--- src/rtl/guard_steer_pkg.sv ---
package guard_steer_pkg;

  typedef enum logic {
    ST_IDLE = 1'b0,
    ST_HELD = 1'b1
  } steerState_t;

  // strobes from control to datapath
  typedef struct packed {
    logic clrPresent;
    logic incPresent;
    logic capture;
    logic clrAbsent;
    logic incAbsent;
    logic endDigit;
    logic publish;
  } steerCmd_t;

endpackage

--- src/rtl/guard_steer_dp.sv ---
module guard_steer_dp
  import guard_steer_pkg::*;
#(
  parameter int GUARD_W      = 8,
  parameter int CODE_W       = 4,
  parameter int SETTLE_TICKS = 2
) (
  input  logic               clk,
  input  logic               rstN,
  input  steerCmd_t          cmd,
  input  logic [CODE_W-1:0]  candCode,
  input  logic [GUARD_W-1:0] presentGuard,
  input  logic [GUARD_W-1:0] absentGuard,
  output logic               presentDone,
  output logic               absentDone,
  output logic               settleDone,
  output logic [CODE_W-1:0]  rxCode,
  output logic               dlyFlag
);

  localparam int SW = $clog2(SETTLE_TICKS + 1);
  localparam logic [SW-1:0]    SETTLE_LAST = SW'(SETTLE_TICKS - 1);
  localparam logic [GUARD_W:0] ONE_W = (GUARD_W + 1)'(1);

  logic [GUARD_W-1:0] presentCnt;
  logic [GUARD_W-1:0] absentCnt;
  logic [SW-1:0]      settleCnt;
  logic               armed;
  logic [CODE_W-1:0]  holdCode;

  // this edge completes the run when count+1 reaches the guard (0 acts as 1)
  assign presentDone = ({1'b0, presentCnt} + ONE_W) >= {1'b0, presentGuard};
  assign absentDone  = ({1'b0, absentCnt} + ONE_W) >= {1'b0, absentGuard};
  assign settleDone  = armed && (settleCnt == SETTLE_LAST);

  always_ff @(posedge clk or negedge rstN) begin
    if (!rstN) begin
      presentCnt <= '0;
      absentCnt  <= '0;
      settleCnt  <= '0;
      armed      <= 1'b0;
      holdCode   <= '0;
      rxCode     <= '0;
      dlyFlag    <= 1'b0;
    end else begin
      if (cmd.clrPresent || cmd.capture) presentCnt <= '0;
      else if (cmd.incPresent)           presentCnt <= presentCnt + 1'b1;

      if (cmd.clrAbsent || cmd.endDigit) absentCnt <= '0;
      else if (cmd.incAbsent)            absentCnt <= absentCnt + 1'b1;

      if (cmd.capture) begin
        holdCode  <= candCode;
        settleCnt <= '0;
        armed     <= 1'b1;
      end else if (cmd.endDigit || cmd.publish) begin
        armed <= 1'b0;
      end else if (armed) begin
        settleCnt <= settleCnt + 1'b1;
      end

      if (cmd.publish) rxCode <= holdCode;

      if (cmd.endDigit)     dlyFlag <= 1'b0;
      else if (cmd.publish) dlyFlag <= 1'b1;
    end
  end

endmodule

--- src/rtl/guard_steer_ctrl.sv ---
module guard_steer_ctrl
  import guard_steer_pkg::*;
(
  input  logic      clk,
  input  logic      rstN,
  input  logic      earlyValid,
  input  logic      presentDone,
  input  logic      absentDone,
  input  logic      settleDone,
  output steerCmd_t cmd,
  output logic      gtSteer
);

  steerState_t state, nextState;

  always_comb begin
    cmd       = '0;
    nextState = state;
    unique case (state)
      ST_IDLE: begin
        if (!earlyValid) begin
          cmd.clrPresent = 1'b1;
        end else if (presentDone) begin
          cmd.capture = 1'b1;
          nextState   = ST_HELD;
        end else begin
          cmd.incPresent = 1'b1;
        end
      end
      ST_HELD: begin
        if (earlyValid) begin
          cmd.clrAbsent = 1'b1;
        end else if (absentDone) begin
          cmd.endDigit = 1'b1;
          nextState    = ST_IDLE;
        end else begin
          cmd.incAbsent = 1'b1;
        end
      end
      default: nextState = ST_IDLE;
    endcase
    // a pause accepted at the same edge cancels publication
    cmd.publish = settleDone && !cmd.endDigit;
  end

  always_ff @(posedge clk or negedge rstN) begin
    if (!rstN) state <= ST_IDLE;
    else       state <= nextState;
  end

  assign gtSteer = (state == ST_HELD);

endmodule

--- src/rtl/guard_steer.sv ---
module guard_steer
  import guard_steer_pkg::*;
#(
  parameter int GUARD_W      = 8,
  parameter int CODE_W       = 4,
  parameter int SETTLE_TICKS = 2
) (
  input  logic               clk,
  input  logic               rstN,
  input  logic               earlyValid,
  input  logic [CODE_W-1:0]  candCode,
  input  logic [GUARD_W-1:0] presentGuard,
  input  logic [GUARD_W-1:0] absentGuard,
  input  logic               irqEnable,
  output logic               gtSteer,
  output logic [CODE_W-1:0]  rxCode,
  output logic               dlyFlag,
  output logic [1:0]         statusBits,
  output logic               irqN
);

  steerCmd_t cmd;
  logic presentDone, absentDone, settleDone;

  guard_steer_ctrl u_ctrl (
    .clk        (clk),
    .rstN       (rstN),
    .earlyValid (earlyValid),
    .presentDone(presentDone),
    .absentDone (absentDone),
    .settleDone (settleDone),
    .cmd        (cmd),
    .gtSteer    (gtSteer)
  );

  guard_steer_dp #(
    .GUARD_W     (GUARD_W),
    .CODE_W      (CODE_W),
    .SETTLE_TICKS(SETTLE_TICKS)
  ) u_dp (
    .clk         (clk),
    .rstN        (rstN),
    .cmd         (cmd),
    .candCode    (candCode),
    .presentGuard(presentGuard),
    .absentGuard (absentGuard),
    .presentDone (presentDone),
    .absentDone  (absentDone),
    .settleDone  (settleDone),
    .rxCode      (rxCode),
    .dlyFlag     (dlyFlag)
  );

  // status view and interrupt
  assign statusBits = {gtSteer, dlyFlag};
  assign irqN       = ~(irqEnable & dlyFlag);

endmodule

--- config.mk ---
export PLATFORM = sky130hd
export DESIGN_NAME = guard_steer
export DESIGN_NICKNAME = d
export VERILOG_FILES = /design/src/rtl/guard_steer_pkg.sv /design/src/rtl/guard_steer_dp.sv /design/src/rtl/guard_steer_ctrl.sv /design/src/rtl/guard_steer.sv
export SDC_FILE = /design/constraint.sdc
export NUM_CORES = 1
export LEC_CHECK = 0
export CAP_MARGIN = 20
export CORE_UTILIZATION = 38
export CTS_BUF_LIST = sky130_fd_sc_hd__clkbuf_8
export DETAILED_ROUTE_END_ITERATION = 7
export DONT_BUFFER_PORTS = 1
export PLACE_DENSITY = 0.52
export SYNTH_ARGS = -nofsm -noshare
export SYNTH_HDL_FRONTEND = slang
export SYNTH_SLANG_ARGS = --single-unit
export TNS_END_PERCENT = 100
--- constraint.sdc ---
create_clock -name clk -period 7.4 [get_ports clk]
set_input_delay 1.48 -clock clk [delete_from_list [all_inputs] [get_ports clk]]
set_output_delay 1.48 -clock clk [all_outputs]
set_load 0.02 [all_outputs]
==> flow_summary_export.csv, run 1 <==
group,metric,value,unit
route,firstDrtPassIters,4,
worst_setup_path,crit_family,"simple AND/OR/NAND/NOR gates",
route,wirelength,3510,um
worst_setup_path,worstSetupPathType,"input pin to output pin",
timing,fin_skew,0.00697,ns
synth,synth_common_cells,"dfrtp_1 (29), inv_1 (23), ha_1 (19)",
clock_tree,cts_setup_buffers,0,
timing,setup_tns,0,ns
synth,synth_fa_ha_area_frac,0.127,
worst_setup_path,path_cells,"nand2_1",
worst_setup_path,crit_required,5.92,ns
synth,synthXorXnorAreaFrac,0.0749,
synth,synth_simple_gate_area_frac,0.154,
timing,worstMarginPinSlew,0.853,ns
place,pre_cts_ws,4.11,ns
place,dp_cells,259,
synth,synth_top_area_frac,0.388,
timing,post-route-period-util,0.421,
worst_setup_path,cp_slowest_stage_delay,0.15,ns
route,via_per_inst,4.99,
route,initialDrtViolationCount,53,
synth,synth_top_family_by_area,"simple AND/OR/NAND/NOR gates",
die,die_area,5210,um2
clock_tree,clkTransAtPathRegs,0.07,ns
die,die_h,72.2,um
power,power_density,274,nW/um2
route,ant_nets,0,
worst_setup_path,crit_arrival,1.63,ns
timing,rsz0062_at_grt,"no",
die,die_x,72.2,um
synth,syn_area,1870,um2
power,p_leak,0.986,nW
flow_run,maxCapViolCount,0,
synth,synth.most_common_cell,"dfrtp_1",
place,dpl-instance-area,1930,um2
synth,synth_ff_type,"dfrtp_1",
worst_setup_path,startpoint,"irqEnable",
timing,setup_viol,0,
clock_tree,clk_path_buf_depth,2,
timing,max_freq,321,MHz
min_path,min-delay-start,"u_dp.holdCode[2]",
synth,yosys_warnings,0,
global_route,grt_antenna_before_repair,0,
route,post-route-drc-count,0,
finish,area_delta_synth_final,7.76,%
clock_tree,cts_made_buffers,5,
worst_setup_path,slowest_stage,"nand2_1",
worst_setup_path,critical_path.max_fanout,1,
clock_tree,post_cts_resized,0,
power,ir_drop,120,uV
place,io_buffers,0,
global_route,grt_pass1_wl,6180,um
clock_tree,clk_latency,0.28,ns
synth,synth-async-reset-ratio,1.00,
min_path,hold_class,"register to register",
finish,fillerInstances,479,
finish,finalNonFillerCells,267,
synth,synth_seq_cells,29,
synth,synth.largest_area_cell,"dfrtp_1",
finish,drive_above_1_share,0.110,
finish,fin_area,2020,um2
global_route,grt_pass1_vias,1340,
route,wl_per_cell,13.2,um
worst_setup_path,startpoint_type,"input pin",
clock_tree,cts.sinks,29,
synth,ys_seq_area_frac,0.388,
clock_tree,hold_buffers,0,
global_route,grt_max_degree,30,
synth,syn_inst,196,
place,place.gp.congestion,0.778,
finish,final_nets,242,
timing,fin_ws,4.29,ns
clock_tree,htreeDepth,2,
synth,synth_cell_types,40,
route,vias,1333,
worst_setup_path,regToRegStartpoint,"u_dp.presentCnt[0]",
die,row_count,25,
worst_setup_path,crit_buf_inv,0,
clock_tree,cts_tree,"yes",
clock_tree,cts_root_buf,"clkbuf_8",
place,hpwlAfterDp,2700,um
synth,ys_top_cells_by_area,"dfrtp_1 (39%), ha_1 (13%), xnor2_1 (5.6%), inv_1 (4.6%), nand2_1 (3.6%)",
die,start_util,0.396,
timing,hold_viol_final,0,
synth,syn_avg_cell_area,9.54,um2
run_status,status,"finished, final reports clean",
synth,synthesis.nets,239,
synth,synthMuxAreaShare,0.0615,
die,io_pins,33,
synth,synth_edf_count,0,
timing,drv_slew,0,
timing,timing.final.crit_period,3.11,ns
synth,synth-compound-area-share,0.131,
finish,antenna_cells,0,
timing,slew_headroom,0.432,
die,fp.coreArea,4720,um2
global_route,grt_use_total,0.154,
global_route,gr-total-overflow,0,
timing,holdWs,0.515,ns
worst_setup_path,crit_path_end_kind,"output pin",
## final timing paths
| check | endpoint | slack, ns | depth (start not counted) |
|---|---|---|---|
| setup / recovery | irqN | 4.29 | 1 |
| hold / removal | u_dp.holdCode[2] | 0.51 | 1 |
| setup reg to reg | u_dp.holdCode[0] | 4.35 | 11 |
| hold reg to reg | u_dp.holdCode[2] | 0.51 | 1 |
| max in group asynchronous | u_dp.presentCnt[7] | 6.42 | 0 |
| min in group asynchronous | u_dp.holdCode[1] | 0.89 | 0 |
## worst register-to-register path, cell delays in order, from the launching register on
cell and delay (ns):
dfrtp_1 0.43, ha_1 0.22, nand3_1 0.17, or2_2 0.35
nand2_1 0.07, nand2_1 0.06, ha_1 0.29, a21o_1 0.17
a221o_1 0.38, a211oi_4 0.36, nor2_4 0.13, mux2_4 0.32
## cell families (layout without fill, tap and decap cells)
family,after synthesis,in the layout
compound gates,34,34
xor+xnor,16,16
fa+ha+maj,19,19
buf+inv,29,33
flops,29,29
mux,9,9
simple gates,60,60
## state kept, by name, indices dropped and copies added, names as in the netlist
register         count
u_dp.armed           1
u_dp.dlyFlag         1
u_ctrl.gtSteer       1
u_dp.settleCnt       2
u_dp.holdCode        4
u_dp.rxCode          4
u_dp.absentCnt       8
u_dp.presentCnt      8
## power by group
part	leakage [nW]	internal, mW	switching (mW)
Sequential	0.388	0.202	0.0679
Combinational	0.549	0.0753	0.0855
Clock	0.0491	0.0636	0.0588
## metal layers
metal	part of all wire	global-route usage	routed length, um	vias to the layer above
li1	-	-	-	674
met1	0.48	0.195	1680	628
met2	0.48	0.260	1690	29
met3	0.034	0.0319	120	2
met4	0.0040	0.0588	14	0
met5	0	0	0	-
## area by class of cell
type | count | area [um2] | share of cell area
Clock inverter | 3 | 13.8 | 0.00683
Inverter | 24 | 90.1 | 0.0447
Clock buffer | 5 | 68.8 | 0.0341
Timing Repair Buffer | 1 | 7.51 | 0.00372
Tap cell | 67 | 83.8 | 0.0416
Multi-Input combinational cell | 138 | 1030 | 0.509
Sequential cell | 29 | 726 | 0.360
## layout by cell type (no fill, tap or decap), types with 3 or more instances in the layout
cell type	count
dfrtp_1	29
a21oi_1	7
a32o_1	5
mux2_2	4
nor2b_1	4
mux2_4	4
nand2_1	18
nor3_1	6
xor2_1	4
o21ai_1	3
xnor2_1	12
inv_1	24
nand3_1	9
nor2_1	12
clkbuf_8	5
ha_1	19
o21ai_0	7
## through the flow
step           utilization  total power, mW
2_1_floorplan            -            0.399
3_3_place_gp         0.409            0.427
3_5_place_dp         0.409            0.437
4_1_cts              0.427            0.562
5_1_grt              0.427            0.597
6_report             0.427            0.553
No activity file was read; power rests on OpenSTA's default activity.
==> run 2: changes to the inputs <==
--- a/config.mk
+++ b/config.mk
@@ -10,7 +10,7 @@
 export CTS_BUF_LIST = sky130_fd_sc_hd__clkbuf_8
 export DETAILED_ROUTE_END_ITERATION = 7
 export DONT_BUFFER_PORTS = 1
-export PLACE_DENSITY = 0.52
+export PLACE_DENSITY = 0.54
 export SYNTH_ARGS = -nofsm -noshare
 export SYNTH_HDL_FRONTEND = slang
 export SYNTH_SLANG_ARGS = --single-unit
==> constraint.sdc (replaced) <==
create_clock -name clk -period 2.7 [get_ports clk]
set_input_delay 0.54 -clock clk [delete_from_list [all_inputs] [get_ports clk]]
set_output_delay 0.54 -clock clk [all_outputs]
set_load 0.02 [all_outputs]
==> flow_summary_export.csv, run 2 (synthesized netlist as in run 1, its figures left out) <==
group,metric,value,unit
timing,fin_skew,0.00924,ns
worst_setup_path,r2r_cells,10,
timing,rsz0062_at_grt,"yes",
timing,holdWs,0.0760,ns
global_route,grt_antenna_before_repair,0,
power,p_leak,1.08,nW
die,io_pins,33,
clock_tree,cts_tree,"yes",
worst_setup_path,r2r_setup_slack,0.06,ns
place,hpwlAfterDp,2830,um
worst_setup_path,regToRegStartpoint,"u_dp.presentCnt[1]",
place,io_buffers,0,
die,die_h,72.2,um
clock_tree,cts_root_buf,"clkbuf_8",
clock_tree,clk_path_buf_depth,2,
flow_run,maxCapViolCount,0,
power,ir_drop,376,uV
die,fp.coreArea,4720,um2
clock_tree,htreeDepth,2,
worst_setup_path,crit_path_end_kind,"register",
timing,drv_slew,0,
die,row_count,25,
route,wirelength,3890,um
clock_tree,cts_made_buffers,5,
worst_setup_path,critical_path.max_fanout,5,
global_route,grt_max_degree,30,
clock_tree,clk_latency,0.28,ns
finish,area_delta_synth_final,23.6,%
run_status,status,"finished, final reports clean",
die,start_util,0.396,
min_path,hold_class,"input pin to async pin",
power,power_density,717,nW/um2
clock_tree,cts.sinks,29,
route,initialDrtViolationCount,46,
route,ant_nets,0,
finish,final_cell_mix,"inv_1 (24), dfrtp_1 (24), buf_4 (18), nand2_1 (16), ha_1 (16)",
die,die_area,5210,um2
worst_setup_path,endpoint,"u_dp.holdCode[1]",
place,place.gp.congestion,0.792,
timing,max_freq,379,MHz
finish,antenna_cells,0,
route,via_per_inst,5.10,
worst_setup_path,rr_endpoint,"u_dp.holdCode[1]",
route,post-route-drc-count,0,
route,firstDrtPassIters,4,
worst_setup_path,startpoint,"u_dp.presentCnt[1]",
timing,timing.final.crit_period,2.64,ns
die,die_x,72.2,um
worst_setup_path,worstSetupPathType,"register to register",
worst_setup_path,startpoint_type,"register",
timing,worstMarginPinSlew,0.444,ns
finish,final_nets,260,
worst_setup_path,crit_arrival,2.80,ns
place,dp_cells,272,
worst_setup_path,crit_required,2.86,ns
global_route,grt_use_total,0.158,
timing,setup_viol,0,
power,power,1.66,mW
finish,finalNonFillerCells,285,
route,vias,1453,
timing,slew_headroom,0.701,
timing,hold_viol_final,0,
finish,drive_above_1_share,0.289,
timing,post-route-period-util,0.978,
finish,reg_top3,"u_dp.absentCnt x8, u_dp.presentCnt x8",
clock_tree,clkTransAtPathRegs,0.06,ns
global_route,grt_pass1_vias,1465,
route,wl_per_cell,13.6,um
global_route,gr-total-overflow,0,
timing,setup_tns,0,ns
global_route,grt_pass1_wl,6410,um
## run 2: cell types whose count changed in the layout (fill, tap and decap cells not counted), moves of 3 or more
cell,previous run,this run
ha_1,19,16
dfrtp_1,29,24
dfrtp_2,0,5
buf_4,1,18
nand3_1,9,6
## run 2: per-stage QoR
step	worst slack [ns]	utilization	instance area (um2)
finish	0.0597	0.490	2310
global route	-0.0677	0.490	2310
CTS	-0.00469	0.464	2190
detailed placement	-0.0640	0.433	2040
global placement	0.00233	0.433	2040
floorplan	0.0168	-	1880
## run 2: worst min-delay path by stage
stage | start | endpoint | cells after the start
detailed placement | rstN | u_dp.dlyFlag | 0
finish | rstN | u_dp.dlyFlag | 1
global placement | rstN | u_dp.dlyFlag | 0
floorplan | rstN | u_ctrl.gtSteer | 0
CTS | rstN | u_dp.dlyFlag | 1
global route | rstN | u_dp.settleCnt[0] | 1
## run 2: repair_timing
action | 4_1_cts | 5_1_grt
resized for setup | 9 | 20
hold endpoints to repair | 29 | 0
hold buffers | 1 | 0
buffers inserted | 0 | 4
pin swaps | 8 | 14
setup endpoints to repair | 14 | 28
## run 2: worst max-delay path, cell delays in order, from the launching register on
cell and delay [ns]:
dfrtp_1 0.39, ha_2 0.22, nand3_4 0.08, or3_4 0.35, nand2_4 0.07, ha_4 0.19
and3_4 0.17, a221o_1 0.35, a211oi_4 0.28, nor2_4 0.10, mux2_4 0.31
## run 2: power breakdown
group / total, mW / leakage (nW) / switching [mW] / internal [mW]
clock: 0.332 / 0.0491 / 0.158 / 0.174
combinational: 0.622 / 0.656 / 0.332 / 0.290
sequential: 0.704 / 0.380 / 0.146 / 0.557
total: 1.66 / 1.08 / 0.636 / 1.02
## run 2: cell type report
cell class | count | area [um2]
multi-input cells | 138 | 1170
well taps | 67 | 83.8
repair buffers | 19 | 155
clock buffers | 5 | 68.8
inverters | 24 | 90.1
flip-flops and latches | 29 | 732
clock inverters | 3 | 13.8
fillers | 450 | 2410
## run 2: layer usage
layer	vias up	track usage	routed length [um]
met5	-	0	0
met4	0	0.0458	46
met3	7	0.0444	141
met2	24	0.274	1970
met1	708	0.192	1730
li1	714	-	-
